`config.mk`:
```
export PLATFORM = sky130hd
export DESIGN_NAME = i2cgc_target
export DESIGN_NICKNAME = d
export VERILOG_FILES = /design/src/rtl/i2cgc_pkg.sv /design/src/rtl/i2cgc_sync.sv /design/src/rtl/i2cgc_cond.sv /design/src/rtl/i2cgc_addr_match.sv /design/src/rtl/i2cgc_target.sv
export SDC_FILE = /design/constraint.sdc
export NUM_CORES = 1
export LEC_CHECK = 0
export BUFFER_PORTS_ARGS = -buffer_cell sky130_fd_sc_hd__buf_2
export CAP_MARGIN = 20
export CORE_ASPECT_RATIO = 0.8
export CORE_MARGIN = 4
export CORE_UTILIZATION = 40
export CTS_CLUSTER_DIAMETER = 50
export CTS_CLUSTER_SIZE = 12
export DETAILED_ROUTE_END_ITERATION = 16
export PLACE_DENSITY_LB_ADDON = 0.1
export SYNTH_ARGS = -nofsm -noshare
export SYNTH_HDL_FRONTEND = slang
export SYNTH_SLANG_ARGS = --single-unit
```
`constraint.sdc`:
```
create_clock -name clk -period 2.6 [get_ports clk]
set_clock_uncertainty 0.15 [all_clocks]
set_input_delay 0 -clock clk [delete_from_list [all_inputs] [get_ports clk]]
set_output_delay 0 -clock clk [all_outputs]
set_load 0.01 [all_outputs]
```
`src/rtl/i2cgc_pkg.sv`:
```
`timescale 1ns/1ps
package i2cgc_pkg;
   typedef enum logic [2:0] {
      ST_IDLE,
      ST_ADDR,
      ST_RX,
      ST_TX,
      ST_WAIT
   } tgt_state_t;
endpackage

```
`src/rtl/i2cgc_sync.sv`:
```
`timescale 1ns/1ps
// Multi-stage level synchronizer; resets to the idle bus level.
module i2cgc_sync #(
   parameter int   STAGES  = 2,
   parameter logic RST_VAL = 1'b1
) (
   input  logic clk,
   input  logic rst_n,
   input  logic d,
   output logic q
);
   if (STAGES < 2) begin : g_bad_stages
      $error("i2cgc_sync: STAGES must be at least 2");
   end

   logic [STAGES-1:0] chain;

   always_ff @(posedge clk or negedge rst_n) begin
      if (!rst_n) chain <= {STAGES{RST_VAL}};
      else        chain <= {chain[STAGES-2:0], d};
   end

   assign q = chain[STAGES-1];
endmodule

```
`src/rtl/i2cgc_cond.sv`:
```
`timescale 1ns/1ps
// Edge and bus-condition detector on synchronized lines.
module i2cgc_cond (
   input  logic clk,
   input  logic rst_n,
   input  logic scl_s,
   input  logic sda_s,
   output logic scl_rise,
   output logic scl_fall,
   output logic start_det,
   output logic stop_det
);
   logic scl_q, sda_q;

   always_ff @(posedge clk or negedge rst_n) begin
      if (!rst_n) begin
         scl_q <= 1'b1;
         sda_q <= 1'b1;
      end else begin
         scl_q <= scl_s;
         sda_q <= sda_s;
      end
   end

   assign scl_rise  =  scl_s & ~scl_q;
   assign scl_fall  = ~scl_s &  scl_q;
   assign start_det =  scl_s &  scl_q &  sda_q & ~sda_s;
   assign stop_det  =  scl_s &  scl_q & ~sda_q &  sda_s;

   // Both conditions need SCL high across two samples, so they exclude SCL edges.
   p_cond_excl_r1: assert property (@(posedge clk) disable iff (!rst_n)
      (start_det || stop_det) |-> !(scl_rise || scl_fall));
endmodule

```
`src/rtl/i2cgc_addr_match.sv`:
```
`timescale 1ns/1ps
// Address acknowledge decision: own address, optional general call,
// reserved group refusal and busy refusal.
module i2cgc_addr_match #(
   parameter int ADDR_W     = 7,
   parameter bit GC_SUPPORT = 1'b1
) (
   input  logic [ADDR_W-1:0] addr,
   input  logic              rw,
   input  logic [ADDR_W-1:0] own_addr,
   input  logic              gc_en,
   input  logic              busy,
   output logic              ack,
   output logic              is_gc
);
   localparam int RSV_W = 4;

   if (ADDR_W < RSV_W) begin : g_bad_width
      $error("i2cgc_addr_match: ADDR_W too small");
   end

   logic reserved, hit_own, gc_ok;

   assign reserved = &addr[ADDR_W-1 -: RSV_W];
   assign hit_own  = (addr == own_addr) && !reserved && (addr != '0);

   if (GC_SUPPORT) begin : g_gc
      assign is_gc = (addr == '0);
      assign gc_ok = is_gc && gc_en && !rw;
   end else begin : g_no_gc
      assign is_gc = 1'b0;
      assign gc_ok = 1'b0;
   end

   assign ack = !busy && (hit_own || gc_ok);
endmodule

```
`src/rtl/i2cgc_target.sv`:
```
`timescale 1ns/1ps
module i2cgc_target #(
   parameter int ADDR_W      = 7,
   parameter int DATA_W      = 8,
   parameter int SYNC_STAGES = 2,
   parameter bit GC_SUPPORT  = 1'b1
) (
   input  logic              clk,
   input  logic              rst_n,
   input  logic              scl_i,
   input  logic              sda_i,
   output logic              sda_oe,
   input  logic [ADDR_W-1:0] own_addr,
   input  logic              gc_en,
   input  logic              busy,
   output logic [DATA_W-1:0] rx_data,
   output logic              rx_valid,
   output logic              rx_gc,
   input  logic [DATA_W-1:0] tx_data,
   output logic              tx_req,
   output logic              stop_pulse
);
   import i2cgc_pkg::*;

   localparam int              CNT_W   = $clog2(DATA_W + 2);
   localparam logic [CNT_W-1:0] CNT_ACK = CNT_W'(DATA_W);
   localparam logic [CNT_W-1:0] CNT_END = CNT_W'(DATA_W + 1);

   if (DATA_W != ADDR_W + 1) begin : g_bad_pkt
      $error("i2cgc_target: DATA_W must equal ADDR_W + 1");
   end

   logic scl_s, sda_s, scl_rise, scl_fall, start_det, stop_det;
   logic m_ack, m_gc;

   tgt_state_t        st;
   logic [CNT_W-1:0]  cnt;
   logic [DATA_W-1:0] sh;
   logic              rw_q, gc_q, ack_q;

   i2cgc_sync #(.STAGES(SYNC_STAGES), .RST_VAL(1'b1)) u_scl_sync (
      .clk(clk), .rst_n(rst_n), .d(scl_i), .q(scl_s));
   i2cgc_sync #(.STAGES(SYNC_STAGES), .RST_VAL(1'b1)) u_sda_sync (
      .clk(clk), .rst_n(rst_n), .d(sda_i), .q(sda_s));

   i2cgc_cond u_cond (
      .clk(clk), .rst_n(rst_n), .scl_s(scl_s), .sda_s(sda_s),
      .scl_rise(scl_rise), .scl_fall(scl_fall),
      .start_det(start_det), .stop_det(stop_det));

   i2cgc_addr_match #(.ADDR_W(ADDR_W), .GC_SUPPORT(GC_SUPPORT)) u_match (
      .addr(sh[DATA_W-1:1]), .rw(sh[0]), .own_addr(own_addr),
      .gc_en(gc_en), .busy(busy), .ack(m_ack), .is_gc(m_gc));

   always_ff @(posedge clk or negedge rst_n) begin
      if (!rst_n) begin
         st         <= ST_IDLE;
         cnt        <= '0;
         sh         <= '0;
         rw_q       <= 1'b0;
         gc_q       <= 1'b0;
         ack_q      <= 1'b0;
         sda_oe     <= 1'b0;
         rx_data    <= '0;
         rx_valid   <= 1'b0;
         rx_gc      <= 1'b0;
         tx_req     <= 1'b0;
         stop_pulse <= 1'b0;
      end else begin
         rx_valid   <= 1'b0;
         tx_req     <= 1'b0;
         stop_pulse <= 1'b0;
         if (stop_det) begin
            st         <= ST_IDLE;
            cnt        <= '0;
            sda_oe     <= 1'b0;
            stop_pulse <= 1'b1;
         end else if (start_det) begin
            st     <= ST_ADDR;
            cnt    <= '0;
            sda_oe <= 1'b0;
         end else if (st == ST_ADDR || st == ST_RX || st == ST_TX) begin
            if (scl_rise) begin
               if (st != ST_TX && cnt < CNT_ACK) sh <= {sh[DATA_W-2:0], sda_s};
               if (st == ST_TX && cnt == CNT_ACK) ack_q <= ~sda_s;
               if (cnt <= CNT_ACK) cnt <= cnt + 1'b1;
            end else if (scl_fall) begin
               if (cnt == CNT_ACK) begin
                  // Acknowledge slot opens.
                  case (st)
                     ST_ADDR: begin
                        ack_q  <= m_ack;
                        rw_q   <= sh[0];
                        gc_q   <= m_gc;
                        sda_oe <= m_ack;
                     end
                     ST_RX: begin
                        ack_q  <= !busy;
                        sda_oe <= !busy;
                        if (!busy) begin
                           rx_valid <= 1'b1;
                           rx_data  <= sh;
                           rx_gc    <= gc_q;
                        end
                     end
                     default: sda_oe <= 1'b0;
                  endcase
               end else if (cnt == CNT_END) begin
                  // Acknowledge slot closes.
                  cnt    <= '0;
                  sda_oe <= 1'b0;
                  if (!ack_q) begin
                     st <= ST_WAIT;
                  end else if (st == ST_TX || (st == ST_ADDR && rw_q)) begin
                     st     <= ST_TX;
                     sh     <= tx_data;
                     sda_oe <= ~tx_data[DATA_W-1];
                     tx_req <= 1'b1;
                  end else begin
                     st <= ST_RX;
                  end
               end else if (st == ST_TX && cnt != '0) begin
                  sh     <= {sh[DATA_W-2:0], 1'b0};
                  sda_oe <= ~sh[DATA_W-2];
               end
            end
         end
      end
   end

   // the pull-down changes only with SCL low, or on release at a condition.
   p_oe_scl_low_r12: assert property (@(posedge clk) disable iff (!rst_n)
      !$stable(sda_oe) |-> (!$past(scl_s) || $past(start_det) || $past(stop_det)));

   // a STOP strobe always comes with the bus released.
   p_stop_release_r1: assert property (@(posedge clk) disable iff (!rst_n)
      stop_pulse |-> !sda_oe);

   // idle and waiting states never hold SDA.
   p_wait_released_r3: assert property (@(posedge clk) disable iff (!rst_n)
      (st == ST_WAIT || st == ST_IDLE) |-> !sda_oe);

   // a general call never leads into transmission.
   p_gc_no_tx_r5: assert property (@(posedge clk) disable iff (!rst_n)
      (st == ST_TX) |-> !gc_q);

   // a reserved-group address is never acknowledged.
   p_rsvd_nack_r6: assert property (@(posedge clk) disable iff (!rst_n)
      (st == ST_ADDR && scl_fall && cnt == CNT_ACK && (&sh[DATA_W-1 -: 4]))
      |=> !sda_oe);

   // busy at the data acknowledge slot refuses the byte.
   p_busy_refuse_r7: assert property (@(posedge clk) disable iff (!rst_n)
      (st == ST_RX && scl_fall && cnt == CNT_ACK && busy) |=> (!sda_oe && !rx_valid));

   // a delivered byte never coincides with a STOP strobe.
   p_rx_not_stop_r8: assert property (@(posedge clk) disable iff (!rst_n)
      rx_valid |-> !stop_pulse);
endmodule

```
; ---- Yosys cells after proc, flatten, opt, wreduce, memory -nomap -nowiden
; Cells that the tools add are included.
[totals]
regBits = 37
latchBits = 0
ram_bits = 0
rom_bits = 0
in_bits = 21
output_inout_bits = 13
mem_count = 0
[classes]
n_addsub = 1
mul = 0
div = 0
order_cmp = 2
n_eq_ne = 16
shift = 0
muxes = 59
bitwise = 17
reduce_logical = 37
[ops]
columns = operator, count
row1 = 8-bit 2-to-1 mux, 8
row2 = 1-bit 2-to-1 mux, 33
row3 = 4-bit 2-to-1 mux, 8
row4 = 3-bit 2-to-1 mux, 8
row5 = 3-bit nonzero test, 5
row6 = 7-bit AND reduction, 2
row7 = 4-bit nonzero test, 3
row8 = 1-bit NOT, 10
row9 = 5-bit AND reduction, 2
row10 = 1-bit logical AND, 9
row11 = 9-bit AND reduction, 1
row12 = "4-bit equality test, second input constant", 2
row13 = 4-bit AND reduction, 2
row14 = 8-bit AND reduction, 1
row15 = 1-bit AND, 7
row16 = 7-bit equality test, 1
row17 = 7-bit logical NOT, 1
row18 = 7-bit nonzero test, 1
row19 = "3-bit by 2-bit equality test with 1-bit output, second input constant", 2
row20 = "3-bit by 2-bit != test with 1-bit output, second input constant", 2
row21 = "3-bit != test, second input constant", 2
row22 = 5-bit nonzero test, 1
row23 = "4-bit by 1-bit adder with 4-bit output, second input constant", 1
row24 = "4-bit less-or-equal comparator, second input constant", 1
row25 = 11 further kinds, 19

; ---- Longest topological paths before layout
; Gate-level depths: netlist (run 1).
[depth]
ltp_word = 13
mapped_depth = 8
ltp_nobuf = 7

; ---- Cells and area by module
; A second synthesis (run 1) with hierarchy kept.
[hier_totals]
cells_unflattened = 172
hier_area_um2 = 1998.2
[modules_own_cells]
columns = module, n_inst, cells_per_inst, area_each_um2
row1 = i2cgc_target, 1, 144, 1672.9
row2 = i2cgc_addr_match, 1, 18, 135.1
row3 = i2cgc_sync, 2, 2, 52.6
row4 = i2cgc_cond, 1, 6, 85.1

; ---- Worst setup path before layout (run 1)
; OpenSTA, ideal clock, no wires.
[synth_path]
path_kind = register to register
startpoint = reg u_cond.scl_q
endpoint = reg st[0]
setup_ns = 0.118
arrival_time_ns = 2.213
setup_slack_ns = 0.119
stages_incl_launch_ff = 9
n_path_buf = 1
period_less_slack_ns = 2.481
path_cell_list = dfstp_2 -> inv_1 -> ha_1 -> buf_2 -> or3b_2 -> nor4_4 -> mux2i_1 -> o21ai_0 -> a21o_1
[synth_via]
elab_chain_cells = 5
[synth_lines]
columns = item, line
row1 = start: declaration, i2cgc_cond.sv:13  ; logic scl_q, sda_q;
row2 = start signal: assignment, i2cgc_cond.sv:20  ; scl_q <= scl_s;
row3 = 1-bit AND, "i2cgc_cond.sv:27, i2cgc_cond.sv:28"
row4 = 1-bit AND (on tied branches) (2 in a row), "i2cgc_cond.sv:27, i2cgc_cond.sv:28"
row5 = "3-bit != test (no source line), or another cell as far along", n/a
row6 = 5-bit AND reduction (no source line) or 3-bit 2-to-1 mux (tied branches), n/a
row7 = end signal: assignment, i2cgc_target.sv:57  ; st <= ST_IDLE;
row8 = end signal: assignment, i2cgc_target.sv:74  ; st <= ST_IDLE;
row9 = end signal: assignment, i2cgc_target.sv:79  ; st <= ST_ADDR;
row10 = end: declaration, i2cgc_target.sv:36  ; tgt_state_t st;
; Several ways; a longest one is shown, not always the timed one.
; A chain may end at the register's enable or synchronous reset.

; ---- Final worst setup path (run 1)
[layout_path]
startpoint = reg u_scl_sync.chain[1]
endpoint = reg sh[2]
[layout_via]
elab_chain_cells = 5
[layout_lines]
columns = item, line
row1 = start: declaration, i2cgc_sync.sv:16  ; logic [STAGES-1:0] chain;
row2 = start signal: assignment, i2cgc_sync.sv:19  ; if (!rst_n) chain <= {STAGES{RST_VAL}};
row3 = start signal: assignment, i2cgc_sync.sv:20  ; else chain <= {chain[STAGES-2:0], d};
row4 = 1-bit AND, "i2cgc_cond.sv:27, i2cgc_cond.sv:28"
row5 = 1-bit AND (on tied branches) (2 in a row), "i2cgc_cond.sv:28, i2cgc_cond.sv:27"
row6 = 1-bit NOT (no source line), n/a
row7 = 9-bit AND reduction (no source line), n/a
row8 = end signal: assignment, i2cgc_target.sv:84  ; if (st != ST_TX && cnt < CNT_ACK) sh <= {sh[DATA_W-2:0], sda_s};
row9 = end signal: assignment, i2cgc_target.sv:116  ; sh <= tx_data;
row10 = end signal: assignment, i2cgc_target.sv:123  ; sh <= {sh[DATA_W-2:0], 1'b0};
row11 = end: declaration, i2cgc_target.sv:38  ; logic [DATA_W-1:0] sh;
; Several ways; a longest one is shown, not always the timed one.

==> results of run 1 <==
-- layer usage --
metal | GRT usage | vias up | share of wire
met5 | 0 | - | 0
met4 | 0.0426 | 0 | 0.0054
met3 | 0.0345 | 2 | 0.039
met2 | 0.227 | 32 | 0.45
met1 | 0.223 | 744 | 0.51
li1 | - | 745 | -
-- cells in the mapped netlist (all sizes together) (2+ instances only) --
master,count,share of area
dfrtp,31,0.38
mux2,25,0.14
a21oi,13,0.038
nor2,11,0.022
inv,9,0.017
nand2,8,0.015
o21ai,8,0.020
dfstp,6,0.078
ha,6,0.037
nand3,5,0.012
nor3b,5,0.019
buf,4,0.0099
nand3b,4,0.015
nor4,4,0.027
xnor2,4,0.017
xor2,4,0.017
clkbuf,3,0.0062
mux2i,3,0.015
or4,3,0.014
a21o,2,0.0074
a22oi,2,0.0099
and2,2,0.0062
and3,2,0.0062
and3b,2,0.0087
nor3,2,0.0050
nor4b,2,0.0087
-- final timing paths --
path	slack (ns)	endpoint	start	cells past startpoint
worst max-delay path	0.22	sh[2]	u_scl_sync.chain[1]	6
worst min-delay path	0.06	sh[0]	tx_data[0]	4
min in group asynchronous	0.19	cnt[3]	rst_n	2
worst max register to register	0.22	sh[2]	u_scl_sync.chain[1]	6
worst min register to register	0.21	u_scl_sync.chain[1]	u_scl_sync.chain[0]	0
max in group asynchronous	1.60	st[2]	rst_n	2
-- through the flow --
stage / std cells / power (mW) / hold WS, ns
final: 292 / 1.44 / 0.0593
after detailed placement: 274 / 1.04 / -0.0435
after CTS: 292 / 1.46 / 0.0684
after global placement: 274 / 1.03 / -0.0434
after floorplan: 180 / 0.929 / -0.446
after global routing: 292 / 1.54 / 0.0642
-- state kept, by name (all words and copies together), names as in the netlist, 2 cells and up --
name              count
cnt                   4
u_sda_sync.chain      2
rx_data               8
st                    3
u_scl_sync.chain      2
sh                    8
-- power breakdown --
| part | internal (mW) | switching [mW] | total (mW) |
|---|---|---|---|
| combinational | 0.178 | 0.145 | 0.323 |
| clock | 0.190 | 0.212 | 0.402 |
| sequential | 0.633 | 0.0813 | 0.714 |
| total | 1.00 | 0.438 | 1.44 |
-- cells by family (layout without fill, tap and decap cells) --
logic type,after synthesis,count (layout),share of synthesized area
adders and majority gates,6,6,0.0372
muxes,28,28,0.156
xor gates and xnor gates,8,8,0.0347
AOI/OAI and AO/OA,29,29,0.0929
and+or+nand+nor,56,56,0.184
DFF,37,37,0.462
buffers and inverters,16,68,0.0328
-- worst reg2reg max path: cells and delay by family (launching register included) --
kind | cells | cell delay [ns]
flops | 1 | 0.57
simple gates | 2 | 0.51
mux | 1 | 0.38
compound gates | 1 | 0.31
fa+ha+maj | 1 | 0.30
buf+inv | 1 | 0.05
-- what timing repair did --
action / 4_1_cts / 5_1_grt
resized for setup: 0 / 0
hold buffers: 10 / 0
hold endpoints to repair: 40 / 0
-- final cells by class --
type	instances	area (sq um)
Inverter	9	33.8
Timing Repair Buffer	51	325
Multi-Input combinational cell	127	1030
Tap cell	60	75.1
Sequential cell	37	933
Clock buffer	5	68.8
Fill cell	443	2250
Clock inverter	3	21.3
==> run summary, run 1 <==
Die X: 87.4 microns
Critical path required time: 2.62 ns
Post-DP HPWL: 3250 microns
CP max stage cell: dfstp_2
TritonCTS Buffers: 5
DRT Wirelength: 4440 microns
Status: finished, final reports clean
Crit end category: register
Synth Instances: 180
Crit-path cells: inv_1, ha_1, nor3_1, nand3_1, a21oi_4, mux2_2
Avg Vias per Cell: 5.22
Leak: 1.19 nW
Post-Synthesis Cell Area: 0.00202 sq mm
Worst EP arrival: 2.40 ns
Gpl congestion: 0.841
Commonest non-fill, non-tap cell in the layout: buf_2
YS warnings: 0
Cell Pwr Density: 579 mW/mm^2
Startpoint types: register
Final Max Slew Viols: 0
Final setup viols: 0
Sequential share of the synthesized area: 0.462
Die Y: 71.6 microns
Root Buffer: clkbuf_8
CTS Sinks: 37
Count of final hold-check violations: 0
Post-route ant nets: 0
Largest net degree at the start of global routing: 38
Initial drt markers: 39
Final worst setup slack: 0.219 ns
Starting Density: 0.427
Min-Delay Path Class: input pin to register
EDFF count, synth: 0
RSZ-0062 raised after global routing: no
Min cycle time layout: 2.38 ns
Vias in the first global route: 1555
N_diodes: 0
Clock Tree Buf Depth: 2
Layout cell share with drive strength beyond 1: 0.384
CP peak stage delay: 0.57 ns
Maximum Capacitance Violations: 0
Core Util, Final: 0.525
Mapped Nets: 207
Most frequent cells in the layout: buf_2 (33), dfrtp_1 (31), mux2_2 (24)
PortBufs: 33
Async SR Flop Fraction: 1.00
Total negative setup slack: 0 ns
Area grow syn2layout: 23.0%
Core area: 0.00473 sq mm
IO Pins: 34
Antenna violations before repair: 0
CTS tree: yes
First-pass GRT wire length: 7510 microns
Crit path kind: register to register
Final period util: 0.916
CP Buf/Inv Count: 1
Grt total ovfl: 0
Drt pass-1 iters: 4
Avg Cell Area, Syn: 11.2 sq um
DRC viols: 0
Fmax: 420 MHz
Post-Place Worst Slack: 0.233 ns
Primary FF master, synth: dfrtp_1
Worst vdd ir: 0.291 mV
# Post-CTS Setup Buffers: 0
Slew @ Worst Pin: 0.813 ns
Yosys cell types: 45
DR vias: 1523
Area after DPL: 0.00229 sq mm
Final net count: 258
Post-DR wirelength/cell: 15.2 microns
GR Util All Layers: 0.153
Clk_lat worst skew: 0.28 ns
Slew HR: 0.458
Post-route cell area: 0.00248 sq mm
H-tree levels: 2
Flops & latches, synth: 37
Row count: 22
Crit Path Max Fanout: 8
Clk pin slew, worst setup/hold paths: 0.08 ns
Die area: 0.00626 sq mm
CP top delay family: flip-flops
Note: power is estimated with default switching activity, not from simulation.
==> run 2: changes to the inputs <==
RECOVER_POWER = 100   (was unset)
==> run 2 against run 1 <==
The run now ends with capacitance limit, slew limit left. Maximum frequency is 1.5% lower. First-iteration DRC count is 2.6% lower. Register-to-register slack worse by 0.04 ns. Clock power about the same. Global-route usage is the same. Total power decreased by 0.32%. Critical path type unchanged. Largest cell class unchanged.
==> run summary, run 2 (synthesis gave the netlist of run 1 again) <==
Root Buffer: clkbuf_8
Total negative setup slack: 0 ns (unchanged)
PortBufs: 33 (unchanged)
N_diodes: 0 (unchanged)
Failing checks: capacitance limit, slew limit
Slew HR: -0.305 (-0.762)
Crit Path Max Fanout: 8 (unchanged)
Fmax: 414 MHz (-1.5%)
Status: finished with violations
Avg Vias per Cell: 5.17 (-0.85%)
Min-Delay Path Class: input pin to register
Initial drt markers: 38 (-2.6%)
TritonCTS Buffers: 5 (unchanged)
Maximum Capacitance Violations: 1 (+1)
Clk_lat worst skew: 0.28 ns (about the same)
First-pass GRT wire length: 7510 microns (unchanged)
Most frequent cells in the layout: dfrtp_1 (31), mux2_2 (24), buf_2 (19)
Die area: 0.00626 sq mm (unchanged)
R2R cell count: 6 (unchanged)
Startpoint types: register
Largest net degree at the start of global routing: 38 (unchanged)
Min cycle time layout: 2.42 ns (+0.0353 ns)
Die Y: 71.6 microns (unchanged)
Worst vdd ir: 0.286 mV (-1.5%)
WHS: 0.0602 ns (+0.000920 ns)
CTS Sinks: 37 (unchanged)
Post-DP HPWL: 3250 microns (unchanged)
Combined area of the multi-input logic cells: 0.00102 sq mm (-0.98%)
Slew @ Worst Pin: 1.96 ns (+1.14 ns)
Crit path kind: register to register
Cell Pwr Density: 586 mW/mm^2 (+1.1%)
GR Util All Layers: 0.153 (unchanged)
Post-DR wirelength/cell: 15.1 microns (-0.41%)
Setup crit start: u_scl_sync.chain[1]
Final setup viols: 0 (unchanged)
DRC viols: 0 (unchanged)
Crit end category: register
Hold depth: 4 (unchanged)
Drt pass-1 iters: 4 (unchanged)
Antenna violations before repair: 0 (unchanged)
CTS tree: yes
Core Util, Final: 0.517 (-0.00740)
Clk pin slew, worst setup/hold paths: 0.08 ns (about the same)
Worst setup endpoint: sh[2]
H-tree levels: 2 (unchanged)
IO Pins: 34 (unchanged)
Area grow syn2layout: 21.3%
R2r setup slk: 0.18 ns (-0.04 ns)
Vias in the first global route: 1555 (unchanged)
Final net count: 258 (unchanged)
Layout cell share with drive strength beyond 1: 0.293 (-0.0905)
Post-route ant nets: 0 (unchanged)
Core area: 0.00473 sq mm (unchanged)
Final Max Slew Viols: 38 (+38)
Worst r2r src: u_scl_sync.chain[1]
Row count: 22 (unchanged)
RSZ-0062 raised after global routing: no
Register area: 933 sq um (unchanged)
Commonest non-fill, non-tap cell in the layout: dfrtp_1
Gpl congestion: 0.841 (unchanged)
Clock Tree Buf Depth: 2 (unchanged)
Worst EP arrival: 2.44 ns (+0.04 ns)
Fillers: 452 (+2.0%)
Final period util: 0.929 (+0.0136)
Critical path required time: 2.62 ns (about the same)
Count of final hold-check violations: 0 (unchanged)
Largest registers: rx_data (8), sh (8), cnt (4)
DR vias: 1510 (-0.85%)
Starting Density: 0.427 (unchanged)
RR Endpoint: sh[2]
Grt total ovfl: 0 (unchanged)
Die X: 87.4 microns (unchanged)
DRT Wirelength: 4420 microns (-0.41%)
Leak: 1.12 nW (-6.0%)
[run 2: changes by cell type in the layout (fill, tap and decap cells not counted), sizes merged]
cell	delta
clkbuf	+16
buf	-16
[run 2: cell type report]
class,count,area share
clock buffers,5,0.0281
clock inverters,3,0.00869
inverters,9,0.0138
multi-input cells,127,0.415
flip-flops and latches,37,0.381
well taps,60,0.0307
repair buffers,51,0.123
[run 2: worst max-delay path: stages, from the launching register on]
cell and delay, ns:
dfstp_1 0.60, inv_1 0.07, ha_1 0.31, nor3_1 0.33, nand3_1 0.18, a21oi_4 0.29
mux2_2 0.37
[run 2: metal layers]
| metal | routed length [microns] | vias up | GRT usage | part of all wire |
|---|---|---|---|---|
| li1 | - | 745 | - | - |
| met1 | 2240 | 731 | 0.223 | 0.51 |
| met2 | 1980 | 32 | 0.227 | 0.45 |
| met3 | 180 | 2 | 0.0345 | 0.041 |
| met4 | 24 | 0 | 0.0426 | 0.0054 |
| met5 | 0 | - | 0 | 0 |
[run 2: worst min-delay path by stage]
| stage | startpoint | endpoint | slack [ns] |
|---|---|---|---|
| after floorplan | rst_n | ack_q | -0.45 |
| after global placement | sda_i | u_sda_sync.chain[0] | -0.04 |
| after detailed placement | sda_i | u_sda_sync.chain[0] | -0.04 |
| after CTS | tx_data[0] | sh[0] | 0.07 |
| after global routing | tx_data[0] | sh[0] | 0.06 |
| final | tx_data[0] | sh[0] | 0.06 |
[run 2: metrics by stage]
| step | cells | setup slack (ns) | cell area [sq um] | power (mW) |
|---|---|---|---|---|
| 6_report | 292 | 0.184 | 2450 | 1.43 |
| 5_1_grt | 292 | 0.0559 | 2450 | 1.53 |
| 4_1_cts | 292 | 0.225 | 2480 | 1.46 |
| 3_5_place_dp | 274 | 0.233 | 2290 | 1.04 |
| 3_3_place_gp | 274 | 0.281 | 2290 | 1.03 |
| 2_1_floorplan | 180 | 0.119 | 2020 | 0.929 |
[run 2: power breakdown]
group	internal [mW]	switching [mW]
logic	0.176	0.142
clock network	0.190	0.213
registers	0.632	0.0816
total	0.997	0.437
[run 2: repair_timing]
item	CTS	global route
buffers inserted	0	0
endpoints found under the hold margin	40	0
gates resized for setup	0	0
hold buffers	10	0
